[src/rtl/ptp_tc_pkg.sv]
package ptp_tc_pkg;
  localparam int unsigned OFS_CTRL  = 'h00;
  localparam int unsigned OFS_TIME  = 'h04;
  localparam int unsigned OFS_WRAP  = 'h08;
  localparam int unsigned OFS_CPER  = 'h0C;
  localparam int unsigned OFS_INC   = 'h10;
  localparam int unsigned OFS_STAMP = 'h14;

  localparam int unsigned BIT_EN      = 0;
  localparam int unsigned BIT_WRAP    = 4;
  localparam int unsigned BIT_RESTART = 9;
  localparam int unsigned BIT_CAPTURE = 11;

  localparam int unsigned INC_CORR_LSB = 8;

  typedef struct packed {
    logic wrap_en;
    logic en;
  } ctrl_t;
endpackage

[src/rtl/ptp_tc_regs.sv]
module ptp_tc_regs
  import ptp_tc_pkg::*;
#(
  parameter int unsigned DATA_W = 32,
  parameter int unsigned ADDR_W = 8,
  parameter int unsigned INC_W  = 7
) (
  input  logic              clk_i,
  input  logic              rst_ni,
  input  logic [ADDR_W-1:0] addr_i,
  input  logic              we_i,
  input  logic [DATA_W-1:0] wdata_i,
  output logic [DATA_W-1:0] rdata_o,
  input  logic [DATA_W-1:0] cnt_i,
  input  logic              stamp_i,
  output ctrl_t             ctrl_o,
  output logic [INC_W-1:0]  nom_inc_o,
  output logic [INC_W-1:0]  corr_inc_o,
  output logic [DATA_W-1:0] corr_per_o,
  output logic [DATA_W-1:0] wrap_per_o,
  output logic              load_o,
  output logic [DATA_W-1:0] load_val_o,
  output logic              restart_o,
  output logic              phase_clr_o
);
  logic sel_ctrl, sel_time, sel_wrap, sel_cper, sel_inc, sel_stamp;
  logic capture;
  ctrl_t ctrl_q;
  logic [INC_W-1:0]  nom_q, corr_q;
  logic [DATA_W-1:0] cper_q, wper_q, snap_q, stamp_q;

  assign sel_ctrl  = (addr_i == ADDR_W'(OFS_CTRL));
  assign sel_time  = (addr_i == ADDR_W'(OFS_TIME));
  assign sel_wrap  = (addr_i == ADDR_W'(OFS_WRAP));
  assign sel_cper  = (addr_i == ADDR_W'(OFS_CPER));
  assign sel_inc   = (addr_i == ADDR_W'(OFS_INC));
  assign sel_stamp = (addr_i == ADDR_W'(OFS_STAMP));

  // restart and capture are strobes, never stored
  assign restart_o   = we_i & sel_ctrl & wdata_i[BIT_RESTART];
  assign capture     = we_i & sel_ctrl & wdata_i[BIT_CAPTURE];
  assign load_o      = we_i & sel_time;
  assign load_val_o  = wdata_i;
  assign phase_clr_o = we_i & sel_cper;

  always_ff @(posedge clk_i or negedge rst_ni) begin
    if (!rst_ni) begin
      ctrl_q <= '0;
      nom_q  <= '0;
      corr_q <= '0;
      cper_q <= '0;
      wper_q <= '0;
      snap_q <= '0;
    end else begin
      if (we_i && sel_ctrl) begin
        ctrl_q.en      <= wdata_i[BIT_EN];
        ctrl_q.wrap_en <= wdata_i[BIT_WRAP];
      end
      if (we_i && sel_inc) begin
        nom_q  <= wdata_i[INC_W-1:0];
        corr_q <= wdata_i[INC_CORR_LSB +: INC_W];
      end
      if (we_i && sel_cper) cper_q <= wdata_i;
      if (we_i && sel_wrap) wper_q <= wdata_i;
      if (capture)          snap_q <= cnt_i;
    end
  end

  always_ff @(posedge clk_i or negedge rst_ni) begin
    if (!rst_ni)      stamp_q <= '0;
    else if (stamp_i) stamp_q <= cnt_i;
  end

  always_comb begin
    rdata_o = '0;
    unique case (1'b1)
      sel_ctrl: begin
        rdata_o[BIT_EN]   = ctrl_q.en;
        rdata_o[BIT_WRAP] = ctrl_q.wrap_en;
      end
      sel_time:  rdata_o = snap_q;
      sel_wrap:  rdata_o = wper_q;
      sel_cper:  rdata_o = cper_q;
      sel_inc: begin
        rdata_o[INC_W-1:0]              = nom_q;
        rdata_o[INC_CORR_LSB +: INC_W]  = corr_q;
      end
      sel_stamp: rdata_o = stamp_q;
      default:   rdata_o = '0;
    endcase
  end

  assign ctrl_o     = ctrl_q;
  assign nom_inc_o  = nom_q;
  assign corr_inc_o = corr_q;
  assign corr_per_o = cper_q;
  assign wrap_per_o = wper_q;

  a_r10_stamp_latch: assert property (@(posedge clk_i) disable iff (!rst_ni)
    stamp_i |=> stamp_q == $past(cnt_i));
  a_r8_snap_latch: assert property (@(posedge clk_i) disable iff (!rst_ni)
    capture |=> snap_q == $past(cnt_i));
  a_r10_stamp_ro: assert property (@(posedge clk_i) disable iff (!rst_ni)
    !stamp_i |=> $stable(stamp_q));
endmodule

[src/rtl/ptp_tc_rate.sv]
module ptp_tc_rate #(
  parameter int unsigned DATA_W = 32,
  parameter int unsigned INC_W  = 7
) (
  input  logic              clk_i,
  input  logic              rst_ni,
  input  logic              step_i,
  input  logic              clr_i,
  input  logic [DATA_W-1:0] period_i,
  input  logic [INC_W-1:0]  nom_i,
  input  logic [INC_W-1:0]  corr_i,
  output logic [INC_W-1:0]  inc_o
);
  logic [DATA_W-1:0] phase_q;
  logic              hit;

  assign hit   = step_i && (period_i != '0) && (phase_q == period_i - 1'b1);
  assign inc_o = hit ? corr_i : nom_i;

  always_ff @(posedge clk_i or negedge rst_ni) begin
    if (!rst_ni)     phase_q <= '0;
    else if (clr_i)  phase_q <= '0;
    else if (hit)    phase_q <= '0;
    else if (step_i) phase_q <= phase_q + 1'b1;
  end

  a_r4_no_corr: assert property (@(posedge clk_i) disable iff (!rst_ni)
    (period_i == '0) |-> inc_o == nom_i);
  a_r3_phase_bound: assert property (@(posedge clk_i) disable iff (!rst_ni)
    (period_i != '0) |-> phase_q < period_i);
  a_r5_phase_clr: assert property (@(posedge clk_i) disable iff (!rst_ni)
    clr_i |=> phase_q == '0);
endmodule

[src/rtl/ptp_tc_count.sv]
module ptp_tc_count #(
  parameter int unsigned DATA_W = 32,
  parameter int unsigned INC_W  = 7
) (
  input  logic              clk_i,
  input  logic              rst_ni,
  input  logic              step_i,
  input  logic              load_i,
  input  logic              restart_i,
  input  logic [DATA_W-1:0] load_val_i,
  input  logic [INC_W-1:0]  inc_i,
  input  logic              wrap_en_i,
  input  logic [DATA_W-1:0] wrap_per_i,
  output logic [DATA_W-1:0] cnt_o
);
  localparam int unsigned SUM_W = DATA_W + 1;

  logic [DATA_W-1:0] cnt_q, adv;
  logic [SUM_W-1:0]  sum, over;
  logic              wrap;

  assign sum  = {1'b0, cnt_q} + SUM_W'(inc_i);
  assign wrap = wrap_en_i && (wrap_per_i != '0) && (sum >= {1'b0, wrap_per_i});
  assign over = sum - {1'b0, wrap_per_i};
  assign adv  = wrap ? over[DATA_W-1:0] : sum[DATA_W-1:0];

  always_ff @(posedge clk_i or negedge rst_ni) begin
    if (!rst_ni)        cnt_q <= '0;
    else if (restart_i) cnt_q <= '0;
    else if (load_i)    cnt_q <= load_val_i;
    else if (step_i)    cnt_q <= adv;
  end

  assign cnt_o = cnt_q;

  a_r7_restart_zero: assert property (@(posedge clk_i) disable iff (!rst_ni)
    restart_i |=> cnt_q == '0);
  a_r6_load_value: assert property (@(posedge clk_i) disable iff (!rst_ni)
    (load_i && !restart_i) |=> cnt_q == $past(load_val_i));
  a_r2_hold: assert property (@(posedge clk_i) disable iff (!rst_ni)
    (!step_i && !load_i && !restart_i) |=> $stable(cnt_q));
  a_r9_stays_below: assert property (@(posedge clk_i) disable iff (!rst_ni)
    (step_i && !load_i && !restart_i && wrap_en_i && wrap_per_i != '0 &&
     cnt_q < wrap_per_i && DATA_W'(inc_i) < wrap_per_i)
    |=> cnt_q < $past(wrap_per_i));
endmodule

[src/rtl/ptp_time_ctr.sv]
module ptp_time_ctr
  import ptp_tc_pkg::*;
#(
  parameter int unsigned DATA_W = 32,
  parameter int unsigned ADDR_W = 8,
  parameter int unsigned INC_W  = 7
) (
  input  logic              clk_i,
  input  logic              rst_ni,
  input  logic [ADDR_W-1:0] addr_i,
  input  logic              we_i,
  input  logic [DATA_W-1:0] wdata_i,
  output logic [DATA_W-1:0] rdata_o,
  input  logic              stamp_i,
  output logic [DATA_W-1:0] time_o
);
  ctrl_t             ctrl;
  logic [INC_W-1:0]  nom_inc, corr_inc, inc;
  logic [DATA_W-1:0] corr_per, wrap_per, load_val, cnt;
  logic              load, restart, phase_clr, step;

  ptp_tc_regs #(.DATA_W(DATA_W), .ADDR_W(ADDR_W), .INC_W(INC_W)) u_regs (
    .clk_i, .rst_ni, .addr_i, .we_i, .wdata_i, .rdata_o,
    .cnt_i(cnt), .stamp_i, .ctrl_o(ctrl),
    .nom_inc_o(nom_inc), .corr_inc_o(corr_inc),
    .corr_per_o(corr_per), .wrap_per_o(wrap_per),
    .load_o(load), .load_val_o(load_val),
    .restart_o(restart), .phase_clr_o(phase_clr)
  );

  assign step = ctrl.en & ~load & ~restart;

  ptp_tc_rate #(.DATA_W(DATA_W), .INC_W(INC_W)) u_rate (
    .clk_i, .rst_ni, .step_i(step),
    .clr_i(phase_clr | load | restart),
    .period_i(corr_per), .nom_i(nom_inc), .corr_i(corr_inc), .inc_o(inc)
  );

  ptp_tc_count #(.DATA_W(DATA_W), .INC_W(INC_W)) u_count (
    .clk_i, .rst_ni, .step_i(step), .load_i(load), .restart_i(restart),
    .load_val_i(load_val), .inc_i(inc),
    .wrap_en_i(ctrl.wrap_en), .wrap_per_i(wrap_per), .cnt_o(cnt)
  );

  assign time_o = cnt;

  a_r2_disabled_hold: assert property (@(posedge clk_i) disable iff (!rst_ni)
    (!ctrl.en && !we_i) |=> $stable(time_o));
endmodule

[config.mk]
export PLATFORM = sky130hd
export DESIGN_NAME = ptp_time_ctr
export DESIGN_NICKNAME = d
export VERILOG_FILES = /design/src/rtl/ptp_tc_pkg.sv /design/src/rtl/ptp_tc_regs.sv /design/src/rtl/ptp_tc_rate.sv /design/src/rtl/ptp_tc_count.sv /design/src/rtl/ptp_time_ctr.sv
export SDC_FILE = /design/constraint.sdc
export NUM_CORES = 1
export LEC_CHECK = 0
export BUFFER_PORTS_ARGS = -buffer_cell sky130_fd_sc_hd__buf_4
export CAP_MARGIN = 20
export CORE_MARGIN = 3
export CORE_UTILIZATION = 61
export CTS_BUF_LIST = sky130_fd_sc_hd__clkbuf_4 sky130_fd_sc_hd__clkbuf_8 sky130_fd_sc_hd__clkbuf_16
export DETAILED_ROUTE_END_ITERATION = 6
export GPL_ROUTABILITY_DRIVEN = 0
export PLACE_DENSITY_LB_ADDON = 0.25
export SLEW_MARGIN = 20
export SYNTH_ARGS = -nofsm -noshare
export SYNTH_HDL_FRONTEND = slang
export SYNTH_SLANG_ARGS = --single-unit
[constraint.sdc]
create_clock -name clk_i -period 11.62 [get_ports clk_i]
set_input_delay 2.324 -clock clk_i [delete_from_list [all_inputs] [get_ports clk_i]]
set_output_delay 2.324 -clock clk_i [all_outputs]
set_load 0.03 [all_outputs]
==> results of run 1 <==
## final timing paths
path,startpoint,end,depth (start not counted)
max,addr_i[0],u_count.cnt_o[16]$_DFFE_PN0P_,29
min,u_regs.snap_q[1]$_DFFE_PN0P_,u_regs.snap_q[1]$_DFFE_PN0P_,2
max reg2reg,u_regs.corr_per_o[1]$_DFFE_PN0P_,u_count.cnt_o[16]$_DFFE_PN0P_,27
min reg2reg,u_regs.snap_q[1]$_DFFE_PN0P_,u_regs.snap_q[1]$_DFFE_PN0P_,2
max in group asynchronous,rst_ni,u_regs.corr_per_o[15]$_DFFE_PN0P_,3
min in group asynchronous,rst_ni,u_rate.phase_q[15]$_DFFE_PN0P_,1
## state kept, by name (all words and copies together) (netlist names)
signal             flops
u_regs.nom_inc_o       7
u_regs.snap_q         32
u_count.cnt_o         32
u_regs.corr_inc_o      7
u_rate.phase_q        32
u_regs.corr_per_o     32
u_regs.stamp_q        32
u_regs.ctrl_o          2
u_regs.wrap_per_o     32
## placed cells by master, fill, tap and decap left out, types with 7 or more instances in the layout
cell type	n
mux2_2	121
nand2b_1	8
xnor2_1	71
nand3_1	38
mux2i_1	27
a32oi_1	10
nor3_1	28
a21o_1	17
nor2_1	49
o211ai_1	16
nor2b_1	11
o22ai_1	7
a31oi_1	17
clkbuf_16	23
nand2_1	156
ha_1	42
and3_1	28
buf_4	120
xor2_1	35
inv_1	50
a22oi_1	60
dfrtp_1	208
o21a_1	7
nor4_1	18
o21ai_0	133
a21oi_1	48
a222oi_1	8
nand4_1	22
## critical path: cells and delay by family
kind            cells  cell delay (ps)
compound gates     12             2710
xor+xnor            1              180
mux                 2              720
simple gates        7             2180
fa+ha+maj           2              730
buf+inv             5             1330
## routing by layer
metal | GRT usage (%) | vias up | part of all wire, %
li1 | - | 5388 | -
met1 | 46.1 | 5935 | 39
met2 | 54.5 | 773 | 46
met3 | 5.81 | 132 | 10
met4 | 13.6 | 0 | 4.8
met5 | 0 | - | 0
## layout make-up
type                       instances  area share [%]
multi-input combinational       1092            51.3
inverter                          50            1.24
clock buffer                      33            4.51
tap                              275            2.28
clock inverter                     5           0.182
sequential                       208            34.4
timing repair buffer             121            6.05
## kinds of logic (layout without fill, tap and decap cells)
logic type      count (synthesis)  in the layout
simple gates                  404            404
compound gates                384            384
flops                         208            208
mux                           154            154
buf+inv                       141            209
xor+xnor                      106            106
fa+ha+maj                      44             44
## power breakdown
| group | leakage (nW) | switching (W) | internal [W] | total (W) |
|---|---|---|---|---|
| clock network | 0.358 | 0.000294 | 0.000404 | 0.000699 |
| logic | 3.92 | 0.000239 | 0.000168 | 0.000407 |
| registers | 2.74 | 0.0000819 | 0.000773 | 0.000855 |
## per-stage QoR
stage / worst slack (ps) / area [um^2] / hold WS (ps) / total power, W / instances
floorplan: 2890 / 13500 / 449 / 0.00111 / 1441
CTS: 2080 / 15100 / 490 / 0.00196 / 1784
detailed placement: 1590 / 14400 / 477 / 0.00126 / 1746
finish: 1850 / 15100 / 494 / 0.00196 / 1784
global route: 1450 / 15100 / 519 / 0.00203 / 1784
global placement: 1810 / 14400 / 470 / 0.00125 / 1746
==> flow_metrics.env, run 1 <==
export IMPL_synth_warnings=0
export IMPL_power_leakage_nw=7.01
export IMPL_synth_largest_area_cell="dfrtp_1"
export IMPL_cts_setup_buffers=0
export IMPL_drtPass1Iterations=7
export IMPL_synth_compound_area_share_pct=18.5
export IMPL_synth_sequential_area_ratio_pct=38.5
export IMPL_grt_use_total_pct=33.9
export IMPL_ios=108
export IMPL_synthCells=1441
export IMPL_synth_cell_type_count=74
export IMPL_finClkSkew_ps=23.3
export IMPL_netlist_top_cells_area="dfrtp_1, mux2_2, o21ai_0, xnor2_1, nand2_1"
export IMPL_crit_fanout=28
export IMPL_cts_tree="done"
export IMPL_root_buffer="clkbuf_16"
export IMPL_drive_gt1_share_pct=20.3
export IMPL_cp_slowest_cell="or4_1"
export IMPL_grt_first_pass_wirelength_um=65100
export IMPL_drc_errors=1
export IMPL_h_tree_depth=1
export IMPL_area_growth_pct=11.8
export IMPL_crit_top_cell="buf_4"
export IMPL_rrSetupSlack_ps=2740
export IMPL_cp_data_required_time_ps=12030
export IMPL_cts_resized=0
export IMPL_cts_sinks=208
export IMPL_final_setup_tns_ps=0
export IMPL_synth_fa_ha_area_share_pct=4.18
export IMPL_powerDensity_mw_per_mm2=130
export IMPL_drtIter0Drc=1419
export IMPL_numCtsBuffers=23
export IMPL_die_width_um=155
export IMPL_hold_viol_final=0
export IMPL_end_kind="flop"
export IMPL_die_y_um=155
export IMPL_fin_crit_sh_pct=84.1
export IMPL_crit_type="in -> reg"
export IMPL_wl_per_cell_um=23.4
export IMPL_cts_reportedPaths_clkPinSlew_ps=70
export IMPL_grt_overflow=0
export IMPL_synthXorXnorAreaFrac_pct=6.87
export IMPL_rows=53
export IMPL_start_util_pct=63.1
export IMPL_synth_top_area_share_pct=38.5
export IMPL_core_mm2=0.0214
export IMPL_status="finished, violations left"
export IMPL_ys_flop_type="dfrtp_1"
export IMPL_ant_nets=0
export IMPL_max_cap_violations=0
export IMPL_relSlewSlack_pct=31.8
export IMPL_synth_most_common_cell="dfrtp_1"
export IMPL_clock_latency_ps=520
export IMPL_ir_drop_v=0.000150
export IMPL_violations="design-rule violations"
export IMPL_regArea_mm2=0.00520
export IMPL_synth_top_family_by_area="compound AO/OA/AOI/OAI gates"
export IMPL_rsz0062_at_grt="no"
export IMPL_multi_input_area_mm2=0.00775
export IMPL_synth_fp_nets=1529
export IMPL_worst_hold_path_type="reg -> reg"
export IMPL_slew_violations=0
export IMPL_via_count=12228
export IMPL_synth_mux_area_share_pct=12.7
export IMPL_max_clock_freq_ghz=0.102
export IMPL_max_stage_delay_ps=630
export IMPL_tightestPinTransition_ps=997
export IMPL_portBuffers=107
export IMPL_fill_cells=1653
export IMPL_start_kind="input port"
export IMPL_cts_hold_buffers=0
export IMPL_yosys_area_share_simple_pct=14.8
export IMPL_design_die_area_mm2=0.0240
export IMPL_layout_min_cycle_time_ps=9770
export IMPL_antenna_found_initial=0
export IMPL_grt_max_degree=92
export IMPL_wl_um=41700
export IMPL_async_flop_share_pct=100
export IMPL_hpwl_um=30400
export IMPL_finish_net_count=1584
export IMPL_via_per_inst=6.85
export IMPL_synth_seq_cells=208
export IMPL_clock_path_buffers=3
export IMPL_grt_pass1_vias=11724
export IMPL_num_antenna_cells=0
export IMPL_worstPathArrival_ps=10180
export IMPL_post_route_util_pct=70.6
export IMPL_finalSetupViolations=0
export IMPL_syn_area_mm2=0.0135
export IMPL_yosys_top_cells_count="dfrtp_1, nand2_1, o21ai_0, mux2_2, clkbuf_1"
export IMPL_syn_avg_cell_area_um2=9.38
export IMPL_synth_edff_count=0
Note: power is estimated with default switching activity, not from simulation.
==> run 2, diff against run 1 <==
==> constraint.sdc (replaced) <==
create_clock -name clk_i -period 9.6 [get_ports clk_i]
set_input_delay 1.92 -clock clk_i [delete_from_list [all_inputs] [get_ports clk_i]]
set_output_delay 1.92 -clock clk_i [all_outputs]
set_load 0.03 [all_outputs]
==> run 2 against run 1 <==
The flow now finishes without violations. First-iteration DRC count decreased by 13%. Routed wire length grew 1.3%. Via count grew 0.20%. Global-route usage increased by 0.43 points. Critical path depth stayed put. Sequential share of layout area shrank 0.080 points. Final cell count grew 0.11%. Combinational power rose by 21%. Non-clock buffer count up 1. Core utilization grew 0.16 points. Largest cell class unchanged. Largest power group unchanged.
==> flow_metrics.env, run 2 (synthesized netlist as in run 1, its figures left out) <==
export IMPL_layout_min_cycle_time_ps=9100
export IMPL_clock_path_buffers=3
export IMPL_slew_violations=0
export IMPL_hold_viol_final=0
export IMPL_cp_slowest_cell="or4_1"
export IMPL_max_clock_freq_ghz=0.110
export IMPL_power_leakage_nw=7.02
export IMPL_via_count=12252
export IMPL_finClkSkew_ps=15.4
export IMPL_fin_area_mm2=0.0151
export IMPL_ir_drop_v=0.000133
export IMPL_root_buffer="clkbuf_16"
export IMPL_drtPass1Iterations=7
export IMPL_final_setup_tns_ps=0
export IMPL_area_growth_pct=12.0
export IMPL_finalSetupViolations=0
export IMPL_grt_first_pass_wirelength_um=65900
export IMPL_cts_setup_buffers=0
export IMPL_powerDensity_mw_per_mm2=159
export IMPL_grt_use_total_pct=34.3
export IMPL_place_area_mm2=0.0144
export IMPL_drtIter0Drc=1234
export IMPL_numCtsBuffers=23
export IMPL_hold_slack_ps=505
export IMPL_ant_nets=0
export IMPL_end_kind="flop"
export IMPL_die_y_um=155
export IMPL_design_die_area_mm2=0.0240
export IMPL_wl_um=42200
export IMPL_placed_cells=1747
export IMPL_rows=53
export IMPL_max_cap_violations=0
export IMPL_h_tree_depth=1
export IMPL_die_width_um=155
export IMPL_final_cell_mix="dfrtp_1, nand2_1, o21ai_0, mux2_2, buf_4"
export IMPL_worstPathArrival_ps=9490
export IMPL_crit_fanout=25
export IMPL_cp_data_required_time_ps=9990
export IMPL_finish_net_count=1585
export IMPL_status="finished clean"
export IMPL_critPathTopFamily="compound AO/OA/AOI/OAI gates"
export IMPL_cts_reportedPaths_clkPinSlew_ps=60
export IMPL_cts_sinks=208
export IMPL_crit_buf_inv=4
export IMPL_worst_hold_path_type="reg -> reg"
export IMPL_num_antenna_cells=0
export IMPL_grt_overflow=0
export IMPL_crit_type="in -> reg"
export IMPL_ios=108
export IMPL_hpwl_um=30600
export IMPL_fill_cells=1654
export IMPL_cts_resized=0
export IMPL_portBuffers=107
export IMPL_relSlewSlack_pct=27.3
export IMPL_final_instance_count_excl_fill=1786
export IMPL_crit_top_cell="o211ai_1"
export IMPL_grt_max_degree=96
export IMPL_rsz0062_at_grt="no"
export IMPL_via_per_inst=6.86
export IMPL_cts_hold_buffers=0
export IMPL_fin_crit_sh_pct=94.8
export IMPL_max_stage_delay_ps=630
export IMPL_wl_per_cell_um=23.6
export IMPL_power_w=0.00240
export IMPL_drc_errors=0
export IMPL_antenna_found_initial=0
export IMPL_drive_gt1_share_pct=20.5
export IMPL_start_kind="input port"
export IMPL_start_util_pct=63.1
export IMPL_tightestPinTransition_ps=1090
export IMPL_cts_tree="done"
export IMPL_grt_pass1_vias=11892
export IMPL_core_mm2=0.0214
export IMPL_clock_latency_ps=520
export IMPL_layout_commonest_cell="dfrtp_1"
-- run 2: final cells by class --
type | count | area (um^2) | share of cell area [%]
clock buffers | 33 | 669 | 4.42
clock inverters | 6 | 67.6 | 0.446
inverters | 50 | 188 | 1.24
flip-flops and latches | 208 | 5200 | 34.4
well taps | 275 | 344 | 2.27
multi-input cells | 1092 | 7750 | 51.2
repair buffers | 122 | 922 | 6.09
-- run 2: final timing paths --
kind	from	end	slack [ps]	cells after the start
worst max-delay path	addr_i[0]	u_count.cnt_o[16]$_DFFE_PN0P_	500	29
worst min-delay path	u_regs.snap_q[31]$_DFFE_PN0P_	u_regs.snap_q[31]$_DFFE_PN0P_	510	1
worst max register to register	u_regs.corr_per_o[0]$_DFFE_PN0P_	u_count.cnt_o[16]$_DFFE_PN0P_	640	29
worst min register to register	u_regs.snap_q[31]$_DFFE_PN0P_	u_regs.snap_q[31]$_DFFE_PN0P_	510	1
max in group asynchronous	rst_ni	u_regs.snap_q[22]$_DFFE_PN0P_	6710	2
min in group asynchronous	rst_ni	u_rate.phase_q[3]$_DFFE_PN0P_	1470	1
-- run 2: metal layers --
metal  up-vias  wire length, um  track usage [%]  share of wire [%]
li1       5394                -                -                  -
met1      5926            16500             47.1                 39
met2       763            19000             54.2                 45
met3       169             4240             5.17                 10
met4         0             2400             15.9                5.7
met5         -                0                0                  0
-- run 2: report_power, final --
part | switching, W | internal, W | total (W)
combinational | 0.000289 | 0.000203 | 0.000492
clock | 0.000363 | 0.000511 | 0.000874
sequential | 0.0000997 | 0.000936 | 0.00104
-- run 2: worst reg2reg max path: cells and delay by family (launching register included) --
family | cells | cell delay (ps)
compound gates | 12 | 3230
simple gates | 6 | 2380
fa+ha+maj | 4 | 1220
mux | 2 | 680
buf+inv | 4 | 650
flops | 1 | 460
xor+xnor | 1 | 200
-- run 2: stage by stage --
step | util, % | setup WS [ps]
final | 70.7 | 499
after CTS | 70.7 | 753
after floorplan | - | 1280
after global routing | 70.7 | 213
after detailed placement | 67.3 | 431
after global placement | 67.3 | 737
==> run 3, diff against run 2 <==
==> constraint.sdc (replaced) <==
create_clock -name clk_i -period 11.2 [get_ports clk_i]
set_input_delay 2.24 -clock clk_i [delete_from_list [all_inputs] [get_ports clk_i]]
set_output_delay 2.24 -clock clk_i [all_outputs]
set_load 0.03 [all_outputs]
==> run 3 against run 2 <==
Count of clock-buffer cells in the layout decreased by 2. Clock skew shrank 3.6 ps. Sequential share of layout area down 0.088 points. Combinational power down 14%. Die area unchanged. Clock power is 10% lower. Non-clock buffer count is 1 lower. First-iteration DRC count increased by 17%. Cell area increased by 0.26%. Sequential power down 15%. Routed wire length fell by 0.95%. Critical path type unchanged.
==> flow_metrics.env, run 3 (synthesized netlist as in run 1, its figures left out) <==
export IMPL_grt_use_met3_pct=5.12
export IMPL_powerDensity_mw_per_mm2=138
export IMPL_portBuffers=107
export IMPL_hold_slack_ps=504
export IMPL_tightestPinTransition_ps=1040
export IMPL_via_count=12240
export IMPL_antenna_found_initial=0
export IMPL_drtPass1Iterations=6
export IMPL_grt_use_total_pct=33.9
export IMPL_cp_data_required_time_ps=11570
export IMPL_crit_top_cell="buf_4"
export IMPL_rows=53
export IMPL_grt_pass1_vias=11795
export IMPL_worstPathArrival_ps=10180
export IMPL_crit_buf_inv=4
export IMPL_slew_violations=0
export IMPL_end_kind="flop"
export IMPL_grt_overflow=0
export IMPL_drive_gt1_share_pct=20.3
export IMPL_fin_area_mm2=0.0152
export IMPL_hpwl_um=30300
export IMPL_wl_um=41800
export IMPL_hold_viol_final=0
export IMPL_ir_drop_v=0.000113
export IMPL_rrSetupSlack_ps=2180
export IMPL_critical_path_depth=29
export IMPL_crit_fanout=30
export IMPL_start_util_pct=63.1
export IMPL_design_die_area_mm2=0.0240
export IMPL_grt_max_degree=116
export IMPL_ios=108
export IMPL_critPathTopFamily="compound AO/OA/AOI/OAI gates"
export IMPL_num_antenna_cells=0
export IMPL_layout_min_cycle_time_ps=9810
export IMPL_cts_resized=0
export IMPL_cts_reportedPaths_clkPinSlew_ps=60
export IMPL_cts_tree="done"
export IMPL_worst_hold_path_type="reg -> reg"
export IMPL_core_mm2=0.0214
export IMPL_hp_start="u_regs.snap_q[6]$_DFFE_PN0P_"
export IMPL_finClkSkew_ps=11.8
export IMPL_cp_slowest_cell="or4_1"
export IMPL_power_leakage_nw=7.04
export IMPL_cts_sinks=208
export IMPL_area_growth_pct=12.3
export IMPL_r2r_end="u_count.cnt_o[31]$_DFFE_PN0P_"
export IMPL_cts_hold_buffers=0
export IMPL_drc_errors=0
export IMPL_final_setup_tns_ps=0
export IMPL_finish_net_count=1584
export IMPL_crit_type="in -> reg"
export IMPL_cts_setup_buffers=0
export IMPL_clock_path_buffers=3
export IMPL_hold_path_depth=1
export IMPL_status="finished clean"
export IMPL_final_instance_count_excl_fill=1784
export IMPL_wl_per_cell_um=23.4
export IMPL_numCtsBuffers=23
export IMPL_grt_use_met1_pct=47.0
export IMPL_relSlewSlack_pct=30.7
export IMPL_min_to="u_regs.snap_q[6]$_DFFE_PN0P_"
export IMPL_fin_crit_sh_pct=87.6
export IMPL_layout_commonest_cell="dfrtp_1"
export IMPL_die_y_um=155
export IMPL_placed_cells=1746
export IMPL_start_kind="input port"
export IMPL_reg2reg_depth=27
export IMPL_ant_nets=0
export IMPL_rsz0062_at_grt="no"
export IMPL_h_tree_depth=1
export IMPL_grt_first_pass_wirelength_um=65300
export IMPL_max_stage_delay_ps=620
export IMPL_clock_latency_ps=510
export IMPL_final_cell_mix="dfrtp_1, nand2_1, o21ai_0, mux2_2, buf_4"
export IMPL_met2_usage_pct=53.1
export IMPL_r2r_start="u_regs.corr_per_o[13]$_DFFE_PN0P_"
export IMPL_drtIter0Drc=1440
export IMPL_root_buffer="clkbuf_16"
export IMPL_via_per_inst=6.86
export IMPL_place_area_mm2=0.0144
export IMPL_die_width_um=155
export IMPL_grt_busiest_layer="met2"
export IMPL_finalSetupViolations=0
export IMPL_max_cap_violations=0
export IMPL_max_clock_freq_ghz=0.102
==> run 3: worst max-delay path by stage <==
stage,slack [ps],to,startpoint
5_1_grt,890,u_count.cnt_o[27]$_DFFE_PN0P_,addr_i[0]
2_1_floorplan,2560,u_count.cnt_o[16]$_DFFE_PN0P_,addr_i[0]
4_1_cts,1670,u_count.cnt_o[31]$_DFFE_PN0P_,addr_i[0]
3_5_place_dp,1160,u_count.cnt_o[15]$_DFFE_PN0P_,addr_i[0]
6_report,1390,u_count.cnt_o[31]$_DFFE_PN0P_,addr_i[0]
3_3_place_gp,1570,u_count.cnt_o[16]$_DFFE_PN0P_,addr_i[0]
==> run 3: layer usage <==
layer | part of all wire [%] | wire, um
met4 | 5.6 | 2360
met5 | 0 | 0
met2 | 45 | 18800
met1 | 39 | 16400
met3 | 10 | 4240
==> run 3: report_power, final <==
part,switching [W],internal [W],leakage [nW]
combinational,0.000247,0.000174,3.92
sequential,0.0000858,0.000802,2.74
clock,0.000303,0.000483,0.388
total,0.000636,0.00146,7.04
==> run 3: stage by stage <==
stage,power (W),utilization [%],setup WS [ps]
final,0.00210,70.9,1390
after global routing,0.00217,70.9,893
after CTS,0.00209,70.9,1670
after detailed placement,0.00131,67.2,1160
after global placement,0.00130,67.2,1570
after floorplan,0.00115,-,2560
==> run 3: final cells by class <==
| cell class | count | area [um^2] |
|---|---|---|
| clock inverter | 7 | 116 |
| fill | 1603 | 6230 |
| multi-input combinational | 1092 | 7750 |
| sequential | 208 | 5200 |
| inverter | 50 | 188 |
| clock buffer | 31 | 667 |
| timing repair buffer | 121 | 915 |
| tap | 275 | 344 |
